==> config.mk <==
export PLATFORM = sky130hd
export DESIGN_NAME = can_sleep_ctrl
export DESIGN_NICKNAME = d
export VERILOG_FILES = /design/src/rtl/can_slp_pkg.sv /design/src/rtl/slp_counter.sv /design/src/rtl/slp_rx_capture.sv /design/src/rtl/can_sleep_ctrl.sv
export SDC_FILE = /design/constraint.sdc
export NUM_CORES = 1
export LEC_CHECK = 0
export BUFFER_PORTS_ARGS = -buffer_cell sky130_fd_sc_hd__buf_2
export CAP_MARGIN = 5
export CELL_PAD_IN_SITES_DETAIL_PLACEMENT = 1
export CELL_PAD_IN_SITES_GLOBAL_PLACEMENT = 2
export CORE_MARGIN = 4
export CORE_UTILIZATION = 34
export CTS_BUF_LIST = sky130_fd_sc_hd__clkbuf_16
export DETAILED_ROUTE_END_ITERATION = 12
export GPL_ROUTABILITY_DRIVEN = 0
export GPL_TIMING_DRIVEN = 0
export PLACE_DENSITY_LB_ADDON = 0.2
export RECOVER_POWER = 100
export SYNTH_ARGS = -nofsm -noshare
export SYNTH_HDL_FRONTEND = slang
export SYNTH_HIERARCHICAL = 1
export SYNTH_SLANG_ARGS = --single-unit
==> constraint.sdc <==
create_clock -name clk -period 3.09 [get_ports clk]
set_clock_uncertainty 0.05 [all_clocks]
set_input_delay 0.618 -clock clk [delete_from_list [all_inputs] [get_ports clk]]
set_output_delay 0.618 -clock clk [all_outputs]
set_load 0.01 [all_outputs]
==> src/rtl/can_slp_pkg.sv <==
package can_slp_pkg;
  typedef enum logic [2:0] {
    ST_RUN   = 3'd0,
    ST_ENTER = 3'd1,
    ST_GATED = 3'd2,
    ST_PD    = 3'd3,
    ST_PDDLY = 3'd4
  } slp_state_e;
endpackage

==> src/rtl/slp_counter.sv <==
// Qualification / delay counter: done while the count sits at LIMIT-1.
module slp_counter #(
  parameter int unsigned LIMIT = 4
) (
  input  logic clk,
  input  logic rst_n,
  input  logic clr,
  input  logic en,
  output logic done
);
  localparam int unsigned W = (LIMIT > 1) ? $clog2(LIMIT) : 1;
  localparam logic [W-1:0] LAST = W'(LIMIT - 1);

  logic [W-1:0] cnt_q;

  always_ff @(posedge clk or negedge rst_n) begin
    if (!rst_n)             cnt_q <= '0;
    else if (clr)           cnt_q <= '0;
    else if (en && !done)   cnt_q <= cnt_q + W'(1);
  end

  assign done = (cnt_q == LAST);
endmodule

==> src/rtl/slp_rx_capture.sv <==
// Receive-line wake detector: compares the raw line with the level it had
// when the module was stopped, then resynchronizes the mismatch.
module slp_rx_capture #(
  parameter int unsigned SYNC_STAGES = 2
) (
  input  logic clk,
  input  logic rst_n,
  input  logic arm,
  input  logic rx_raw,
  output logic wake
);
  logic                   ref_q;
  logic                   hit;
  logic [SYNC_STAGES-1:0] sync_q;

  // Track the line while disarmed; freeze it as the reference once armed.
  always_ff @(posedge clk or negedge rst_n) begin
    if (!rst_n)    ref_q <= 1'b1;
    else if (!arm) ref_q <= rx_raw;
  end

  assign hit = arm & (rx_raw ^ ref_q);

  generate
    if (SYNC_STAGES == 1) begin : g_one
      always_ff @(posedge clk or negedge rst_n) begin
        if (!rst_n)    sync_q <= '0;
        else if (!arm) sync_q <= '0;
        else           sync_q <= hit;
      end
    end else begin : g_chain
      always_ff @(posedge clk or negedge rst_n) begin
        if (!rst_n)    sync_q <= '0;
        else if (!arm) sync_q <= '0;
        else           sync_q <= {sync_q[SYNC_STAGES-2:0], hit};
      end
    end
  endgenerate

  assign wake = sync_q[SYNC_STAGES-1];
endmodule

==> src/rtl/can_sleep_ctrl.sv <==
module can_sleep_ctrl
  import can_slp_pkg::*;
#(
  parameter int unsigned N_PEND       = 5,
  parameter int unsigned N_SYS        = 4,
  parameter int unsigned ENTRY_CYCLES = 4,
  parameter int unsigned SYNC_STAGES  = 2,
  parameter int unsigned PD_DELAY     = 9892
) (
  input  logic              clk,
  input  logic              rst_n,
  input  logic              sleep_en,
  input  logic              cpu_idle,
  input  logic              pd_req,
  input  logic              bus_busy,
  input  logic [N_PEND-1:0] pend_irq,
  input  logic [N_SYS-1:0]  sys_irq,
  input  logic              can_rx,
  output logic              sleep_ok,
  output logic              mod_idle_n,
  output logic              pwrdn_hold,
  output logic              cpu_wake
);
  slp_state_e st_q, st_d;
  logic       want_gate;
  logic       armed;
  logic       rx_wake;
  logic       entry_done;
  logic       delay_done;
  logic       wake_q;

  // Safe-to-sleep is combinational so a new interrupt cancels at once.
  assign sleep_ok  = !bus_busy && (pend_irq == '0);
  assign want_gate = cpu_idle && sleep_en && sleep_ok;
  assign armed     = (st_q == ST_GATED) || (st_q == ST_PD) || (st_q == ST_PDDLY);

  slp_rx_capture #(.SYNC_STAGES(SYNC_STAGES)) u_rxcap (
    .clk    (clk),
    .rst_n  (rst_n),
    .arm    (armed),
    .rx_raw (can_rx),
    .wake   (rx_wake)
  );

  slp_counter #(.LIMIT(ENTRY_CYCLES)) u_entry (
    .clk   (clk),
    .rst_n (rst_n),
    .clr   (st_q != ST_ENTER),
    .en    (st_q == ST_ENTER),
    .done  (entry_done)
  );

  slp_counter #(.LIMIT(PD_DELAY)) u_pddly (
    .clk   (clk),
    .rst_n (rst_n),
    .clr   (st_q != ST_PDDLY),
    .en    (st_q == ST_PDDLY),
    .done  (delay_done)
  );

  always_comb begin
    st_d = st_q;
    unique case (st_q)
      ST_RUN: begin
        if (pd_req && sleep_ok) st_d = ST_PD;
        else if (want_gate)     st_d = ST_ENTER;
      end
      ST_ENTER: begin
        if (pd_req && sleep_ok) st_d = ST_PD;
        else if (!want_gate)    st_d = ST_RUN;
        else if (entry_done)    st_d = ST_GATED;
      end
      ST_GATED: begin
        if (!want_gate || rx_wake) st_d = ST_RUN;
        else if (pd_req)           st_d = ST_PD;
      end
      ST_PD: begin
        if (!sleep_ok)    st_d = ST_RUN;
        else if (rx_wake) st_d = ST_PDDLY;
      end
      ST_PDDLY: begin
        if (delay_done) st_d = ST_RUN;
      end
      default: st_d = ST_RUN;
    endcase
  end

  always_ff @(posedge clk or negedge rst_n) begin
    if (!rst_n) begin
      st_q   <= ST_RUN;
      wake_q <= 1'b0;
    end else begin
      st_q   <= st_d;
      wake_q <= (|pend_irq) || (|sys_irq);
    end
  end

  assign mod_idle_n = !(armed && sleep_ok);
  assign pwrdn_hold = (st_q == ST_PD) || (st_q == ST_PDDLY);
  assign cpu_wake   = wake_q;
endmodule

== Word-level counts from Yosys, hierarchy flattened ==
Index checks and enable logic that the tools add are counted.

* Latch bits: 0
* Bits in registers: 23
* Input port bits: 16
* Memory bits (writable): 0
* Memory bits (read-only): 0
* Word-level logic and storage cells: 63
* Memories kept: 0
* Output and inout bits: 4

* Bitwise gates (word level): 2
* Reduce and logical (&&, ||, !) cells: 24
* Shifts and indexed selects: 0
* Multiply operators: 0
* Muxes and demuxes: 16
* Eq/ne operators: 13
* Divide/modulo/power cells: 0
* $add $sub $neg: 2
* Magnitude comparators: 0

{| class="wikitable"
|+ Operators with widths
! operator !! number
|-
| 3-bit 2-to-1 mux || 10
|-
| 14-bit 2-to-1 mux || 2
|-
| 3-bit case mux with 5 select lines || 1
|-
| 14-bit by 1-bit adder with 14-bit output (second input constant) || 1
|-
| 14-bit equality test (second input constant) || 1
|-
| 1-bit logical AND || 7
|-
| 3-bit by 2-bit equality test with 1-bit output (second input constant) || 2
|-
| 2-bit 2-to-1 mux || 3
|-
| 3-bit by 2-bit != test with 1-bit output (second input constant) || 2
|-
| 3-bit != test (second input constant) || 2
|-
| 1-bit logical NOT || 5
|-
| 5-bit logical NOT || 1
|-
| 1-bit logical OR || 5
|-
| 5-bit AND reduction || 1
|-
| 5-bit OR reduction || 1
|-
| 4-bit != test (second input constant) || 1
|-
| 2-bit nonzero test || 2
|-
| 4-bit OR reduction || 1
|-
| 3-bit by 1-bit equality test with 1-bit output (second input constant) || 1
|-
| 3-bit equality test (second input constant) || 1
|-
| 3-bit logical NOT || 1
|-
| 3-bit by 1-bit != test with 1-bit output (second input constant) || 1
|-
| 2-bit by 1-bit adder with 2-bit output (second input constant) || 1
|-
| 2-bit equality test (second input constant) || 1
|-
| other kinds (3) || 3
|}

== Depth between registers and ports, before layout ==
Gate-level depths: netlist of run 1.

* Depth in word-level cells: 7
* Gate-level depth with buffers: 7
* Gate-level depth less buffers: 7

== Cells and area by module ==
Netlist of run 1, hierarchy kept.

{| class="wikitable"
|+ Modules (own cells, without submodules)
! module !! times used !! area each (um2) !! cells each
|-
| slp_counter (u_pddly) || 1 || 744.5 || 76
|-
| can_sleep_ctrl || 1 || 315.3 || 41
|-
| slp_counter (u_entry) || 1 || 123.9 || 10
|-
| slp_rx_capture || 1 || 112.6 || 7
|}

== Least setup slack after synthesis of run 1 ==
No wires, ideal clock.

* Path kind: input to register
* From: input pend_irq[1]
* To: register st_q[1]
* Slack: 0.556 ns
* Setup time: 0.125 ns
* Cell stages on the path: 5
* Data required time: 2.915 ns
* Arrival time: 2.360 ns
* Path through: or4_4 -> or3_4 -> o311a_1 -> a21oi_1 -> mux2_2

* Longest elaborated chain between the ends: 7
* Elaborated cells on any way between the ends: 17
* Those cells by class: eq/ne: 4; mux: 6; reduce/logical: 7

{| class="wikitable"
|+ Ends and longest elaborated chain
! item !! line !! text
|-
| from (decl) || can_sleep_ctrl.sv:16 || <nowiki>input logic [N_PEND-1:0] pend_irq,</nowiki>
|-
| 5-bit logical NOT (*) || can_sleep_ctrl.sv:33 || <nowiki>assign sleep_ok = !bus_busy && (pend_irq == '0);</nowiki>
|-
| 1-bit logical AND (*) || can_sleep_ctrl.sv:33 ||
|-
| 1-bit logical AND || can_sleep_ctrl.sv:34 || <nowiki>assign want_gate = cpu_idle && sleep_en && sleep_ok;</nowiki>
|-
| 1-bit logical NOT || can_sleep_ctrl.sv:74 || <nowiki>if (!want_gate || rx_wake) st_d = ST_RUN;</nowiki>
|-
| 1-bit logical OR || can_sleep_ctrl.sv:74 ||
|-
| 3-bit by 2-bit != test with 1-bit output (no source line) / 3-bit 2-to-1 mux (equally long branches) || - ||
|-
| 5-bit AND reduction (no source line) / 3-bit case mux with 5 select lines (equally long branches) || - ||
|-
| to (signal assigned) || can_sleep_ctrl.sv:93 || <nowiki>st_q <= st_d;</nowiki>
|-
| to (decl) || can_sleep_ctrl.sv:24 || <nowiki>slp_state_e st_q, st_d;</nowiki>
|}

Mark *: on every way between the ends. The rest lies on a longest branch, timed or not.
A chain may end at the register's enable or synchronous reset.

== Final worst setup path of run 1 ==
* From: input pend_irq[1]
* To: output mod_idle_n

* Longest elaborated chain between the ends: 4

{| class="wikitable"
|+ Ends and longest elaborated chain
! item !! line !! text
|-
| 5-bit logical NOT || can_sleep_ctrl.sv:33 ||
|-
| 1-bit logical AND || can_sleep_ctrl.sv:33 ||
|-
| 1-bit logical AND || can_sleep_ctrl.sv:98 || <nowiki>assign mod_idle_n = !(armed && sleep_ok);</nowiki>
|-
| 1-bit logical NOT || can_sleep_ctrl.sv:98 ||
|-
| to (decl) || can_sleep_ctrl.sv:20 || <nowiki>output logic mod_idle_n,</nowiki>
|}

No other way between the ends.

==> summary.txt, run 1 <==
Post-CTS setup buffer count -> 0
Status -> completed
Layout area overhead -> 14.7%
Port-buffer cells -> 19
Die outline width -> 69.7 µm
Ys async rst share -> 100%
Arrival time worst endpoint -> 1.97 ns
Fin util -> 40.6%
Synthesized area -> 1300 µm²
Final period util -> 85.5%
Xor-xnor portion of the synthesized cell area -> 8.11%
Row Count -> 22
Endpoints failing setup -> 0
Total die area -> 4860 µm²
Global route overflow -> 0
Ys Warns -> 6
N_diodes -> 0
Largest net degree at the start of global routing -> 24
Via density -> 5.18
Sequential fraction of the synthesis area -> 44.5%
DRT iter0 DRCs -> 38
Worst-Skew Late Latency -> 0.25 ns
Setup TNS -> 0 ns
Crit path time final -> 2.64 ns
Avg WL per Cell -> 13.9 µm
Clk root buf -> clkbuf_16
Initial antenna violation count -> 0
Critical setup path kind -> input pin to primary output
Unique cell type count in the Yosys netlist -> 39
CTS sink cnt -> 23
EDFF count, synth -> 0
Peak supply drop -> 0.190 mV
CTS clock-pin slew for the worst setup and hold paths -> 0.06 ns
Largest family of logic cells by synthesized area -> simple AND/OR/NAND/NOR gates
Max-cap violation count -> 0
CP max-delay cell -> or4_1
Seq cells post-synth -> 23
Syn Nets -> 152
Max-slew headroom -> 17.3%
H-tree levels -> 1
HPWL Detailed -> 2160 µm
Compound-Gate Fraction of Synth Area -> 9.85%
GRT Util Overall -> 12.5%
RSZ-0062 raised after global routing -> false
Cells after Synth -> 134
Post-synthesis mux area share -> 4.73%
DR pass1 iterations -> 3
Crit path cell chain -> buf_2 > or4_1 > or3_1 > inv_1 > nand2_1 > clkbuf_1
TritonCTS clock tree -> built
# resized after CTS -> 0
CTS Hold Buffers Added -> 0
Final ANT Viol Nets -> 0
HP Class -> flip-flop to flip-flop
Vias -> 1,061
Fin nets -> 176
Avg Inst Size Synth -> 9.67 µm²
Setup crit end kind -> primary output
Final Max Slew Viols -> 0
Number of global-route vias before repair -> 1,125
Total wire length -> 2850 µm
Top FF cell, synth -> dfrtp_1
Die height -> 69.7 µm
Lkg Pwr -> 0.629 nW
First-pass GRT wire length -> 5070 µm
Core area -> 3660 µm²
Type of origin of the critical path -> input pin
Fin. Hold Viols -> 0
WP data required -> 2.42 ns
CTS Buf Count -> 3
Max Fclk -> 0.379 GHz
Crit Path Max Fanout -> 5
Post-Synth Simple-Gate Area -> 28.3%
Adder-cell share of the synthesized area -> 1.93%
IO Pins -> 20
Worst-Margin Slew -> 1.24 ns
Layout cells sized above 1 -> 17.2%
Power per cell area -> 515 nW/µm²
Filler cell count -> 449
CP max stage delay -> 0.53 ns
Starting density of the core -> 35.4%
Clock buffer depth -> 2
DR DRC count -> 0
## cells in the final DEF, fill, tap and decap left out, types with 2 or more instances in the layout
cell        n
xnor2_1     6
buf_2      15
or3_1       3
xor2_1      6
or4_1       2
nand3_1     7
nor2b_1     2
a21oi_1     6
ha_1        2
nand2_1     8
o21ai_0     4
nand4_1     5
nand2b_1    2
dfrtp_1    22
mux2_2      2
nor3_1      4
mux2i_1     2
nor2_1     19
inv_1       9
nor4_1      5
and2_0      2
clkbuf_1    5
clkbuf_16   3
## where the power goes
part / internal, W / total [W] / leakage, nW / switching (W)
logic: 0.0000717 / 0.000149 / 0.278 / 0.0000776
clock network: 0.000173 / 0.000276 / 0.0423 / 0.000103
registers: 0.000322 / 0.000341 / 0.309 / 0.0000184
total: 0.000566 / 0.000766 / 0.629 / 0.000199
## cell usage after synthesis (2+ instances only)
library cell | count | area share, %
mux2_4 | 2 | 2.3
inv_1 | 8 | 2.3
a21oi_1 | 6 | 2.3
or3_1 | 2 | 0.97
nand2_1 | 8 | 2.3
xor2_1 | 6 | 4.1
o21ai_0 | 4 | 1.5
nand4_1 | 5 | 2.4
nand3_1 | 7 | 2.7
dfrtp_1 | 22 | 42
nor4_1 | 5 | 2.4
ha_1 | 2 | 1.9
and2_1 | 2 | 0.97
or4_4 | 2 | 1.7
nand2b_1 | 2 | 0.97
nor3_1 | 4 | 1.5
nor2_1 | 19 | 5.5
mux2i_1 | 2 | 1.5
xnor2_1 | 6 | 4.1
## logic make-up (layout without fill, tap and decap cells)
family | Yosys count | in the layout
flops | 23 | 23
xor+xnor | 12 | 12
compound gates | 17 | 17
buf+inv | 9 | 32
fa+ha+maj | 2 | 2
simple gates | 66 | 66
mux | 5 | 5
## final cells by class
class                      count  area (µm²)  area share [%]
tap                           48        60.1            4.04
clock inverter                 1        3.75           0.253
clock buffer                   3        75.1            5.05
buffer                         1        3.75           0.253
sequential                    23         577            38.8
timing repair buffer          19        90.1            6.06
multi-input combinational    102         647            43.5
inverter                       8        30.0            2.02
## metal layers
layer  up-vias  wire [µm]  GRT usage (%)
met4         0         10           3.19
met1       527       1400           16.9
li1        525          -              -
met2         7       1400           21.2
met3         2         48           1.45
met5         -          0              0
## per-stage QoR
step	setup WS (ns)	hold WS, ns	power [W]	instance area, µm²	std cells
finish	0.448	0.402	0.000766	1490	205
global route	0.346	0.434	0.000817	1490	205
CTS	0.500	0.305	0.000792	1530	205
global placement	0.336	0.382	0.000502	1450	201
detailed placement	0.324	0.392	0.000513	1450	201
floorplan	0.556	0.272	0.000464	1300	134
## final timing paths
check,depth (start not counted),endpoint,slack (ns),startpoint
worst max-delay path,6,mod_idle_n,0.45,pend_irq[1]
worst min-delay path,1,u_rxcap/sync_q[1],0.40,u_rxcap/sync_q[0]
worst max register to register,6,st_q[1],0.71,u_pddly/cnt_q[2]
worst min register to register,1,u_rxcap/sync_q[1],0.40,u_rxcap/sync_q[0]
max in group asynchronous,1,u_pddly/cnt_q[2],1.69,rst_n
min in group asynchronous,1,u_pddly/cnt_q[13],0.56,rst_n
## critical path: cells and delay by family
family	cells	cell delay, ns
buf+inv	3	0.36
simple gates	3	0.99
## registers in the layout (all words and copies together), names as in the netlist
signal and flops:
cpu_wake 1, u_rxcap/sync_q 2, u_entry/cnt_q 2, st_q 3
u_rxcap/ref_q 1, u_pddly/cnt_q 14
Note: power is estimated with default switching activity, not from simulation.
==> run 2, diff against run 1 <==
Settings changed: PLACE_DENSITY_LB_ADDON 0.2 to 0.1.
==> summary.txt, run 2 (synthesized netlist as in run 1, its figures left out) <==
Via density -> 5.23 (+1.1%)
Row Count -> 22 (unchanged)
IO Pins -> 20 (unchanged)
Global route overflow -> 0 (unchanged)
Crit path time final -> 2.65 ns (+0.0106 ns)
Status -> completed
Top reg by flops -> u_pddly/cnt_q
Final Power -> 0.000774 W (+1.1%)
Total die area -> 4860 µm² (unchanged)
Type of origin of the critical path -> input pin
Crit Path Max Fanout -> 5 (unchanged)
Lkg Pwr -> 0.626 nW (-0.52%)
N_diodes -> 0 (unchanged)
Dpl cell area -> 1450 µm² (unchanged)
Top Registers -> u_pddly/cnt_q x14, st_q x3
CTS sink cnt -> 23 (unchanged)
Clock buffer depth -> 2 (unchanged)
CTS clock-pin slew for the worst setup and hold paths -> 0.06 ns (about the same)
Largest net degree at the start of global routing -> 24 (unchanged)
Power per cell area -> 521 nW/µm² (+1.2%)
R2R Path Start -> u_pddly/cnt_q[2]
Avg WL per Cell -> 14.0 µm (+0.91%)
Worst hold start -> u_rxcap/sync_q[0]
Post-CTS setup buffer count -> 0 (unchanged)
Clk root buf -> clkbuf_16
# resized after CTS -> 0 (unchanged)
TritonCTS clock tree -> built
Max Fclk -> 0.377 GHz (-0.40%)
RR Endpoint -> st_q[1]
Setup crit end kind -> primary output
Final Max Slew Viols -> 0 (unchanged)
Reg2reg path depth -> 6 (unchanged)
DRT iter0 DRCs -> 37 (-2.6%)
RSZ-0062 raised after global routing -> false
Endpoints failing setup -> 0 (unchanged)
Commonest cells after routing, fill and taps aside -> 22 x dfrtp_1, 19 x nor2_1, 15 x buf_2
Max-cap violation count -> 0 (unchanged)
Die outline width -> 69.7 µm (unchanged)
Core area -> 3660 µm² (unchanged)
HP Class -> flip-flop to flip-flop
Most common cell after layout, fill and taps aside -> dfrtp_1
Die height -> 69.7 µm (unchanged)
DR pass1 iterations -> 4 (+1)
Fin util -> 40.5% (-0.068 points)
Total wire length -> 2880 µm (+0.91%)
Setup TNS -> 0 ns (unchanged)
Layout area overhead -> 14.5%
Hold depth -> 1 (unchanged)
H-tree levels -> 1 (unchanged)
Post-route worst hold slack -> 0.402 ns (+0.0000530 ns)
Fin nets -> 176 (unchanged)
HPWL Detailed -> 2210 µm (+2.4%)
Number of global-route vias before repair -> 1,090 (-3.1%)
GRT Util Overall -> 12.9% (+0.39 points)
Worst-Margin Slew -> 1.28 ns (+0.0361 ns)
Starting density of the core -> 35.4% (unchanged)
DR DRC count -> 0 (unchanged)
WP data required -> 2.42 ns (about the same)
Initial antenna violation count -> 0 (unchanged)
Largest register FFs -> 14 (unchanged)
Arrival time worst endpoint -> 1.98 ns (about the same)
Peak supply drop -> 0.261 mV (+38%)
Vias -> 1,073 (+1.1%)
Critical setup path kind -> input pin to primary output
CTS Hold Buffers Added -> 0 (unchanged)
Worst-Skew Late Latency -> 0.25 ns (about the same)
R2R Setup Slk -> 0.66 ns (-0.05 ns)
Fin. Hold Viols -> 0 (unchanged)
Hold Path Sink -> u_rxcap/sync_q[1]
Final ANT Viol Nets -> 0 (unchanged)
First-pass GRT wire length -> 5140 µm (+1.4%)
Final period util -> 85.8% (+0.34 points)
Max-slew headroom -> 14.9% (-2.4 points)
Fin area -> 1480 µm² (-0.17%)
Port-buffer cells -> 19 (unchanged)
Layout cells sized above 1 -> 17.2% (unchanged)
CTS Buf Count -> 3 (unchanged)
-- run 2: cell count changes in the layout (fill, tap and decap cells not counted) --
cell      delta
clkinv_2     +1
inv_1        -1
or4_1        +1
or4_4        -1
-- run 2: report_power, final --
group          leakage (nW)  internal, W  switching, W
Combinational         0.276    0.0000721     0.0000811
Sequential            0.309     0.000322     0.0000208
Clock                0.0409     0.000174      0.000104
-- run 2: layout make-up --
cell class	instances	area, µm²
plain buffers	1	3.75
clock buffers	3	75.1
clock inverters	1	5.00
fillers	449	2180
inverters	8	30.0
multi-input cells	102	643
flip-flops and latches	23	577
well taps	48	60.1
repair buffers	19	90.1
-- run 2: per-layer routing --
layer | vias up | track usage [%] | wire, µm
met5 | - | 0 | 0
met4 | 0 | 3.19 | 24
met3 | 2 | 2.75 | 122
met2 | 21 | 19.6 | 1280
met1 | 526 | 18.5 | 1450
li1 | 524 | - | -
-- run 2: how the worst max path moves through the flow --
stage               cells past startpoint         end   startpoint  slack, ns
finish                                  6  mod_idle_n  pend_irq[1]       0.44
global route                            6  mod_idle_n  pend_irq[1]       0.36
CTS                                     6  mod_idle_n  pend_irq[1]       0.48
detailed placement                      6     st_q[1]  pend_irq[1]       0.33
global placement                        6     st_q[1]  pend_irq[1]       0.33
floorplan                               5     st_q[1]  pend_irq[1]       0.56
-- run 2: through the flow --
stage | instances | worst slack, ns
6_report | 205 | 0.437
5_1_grt | 205 | 0.360
4_1_cts | 205 | 0.482
3_5_place_dp | 201 | 0.327
3_3_place_gp | 201 | 0.329
2_1_floorplan | 134 | 0.556
-- run 2: critical path, cell delays in order --
cell and delay, ns:
buf_2 0.09, or4_1 0.52, or3_1 0.40, inv_1 0.14, nand2_1 0.05, buf_2 0.15
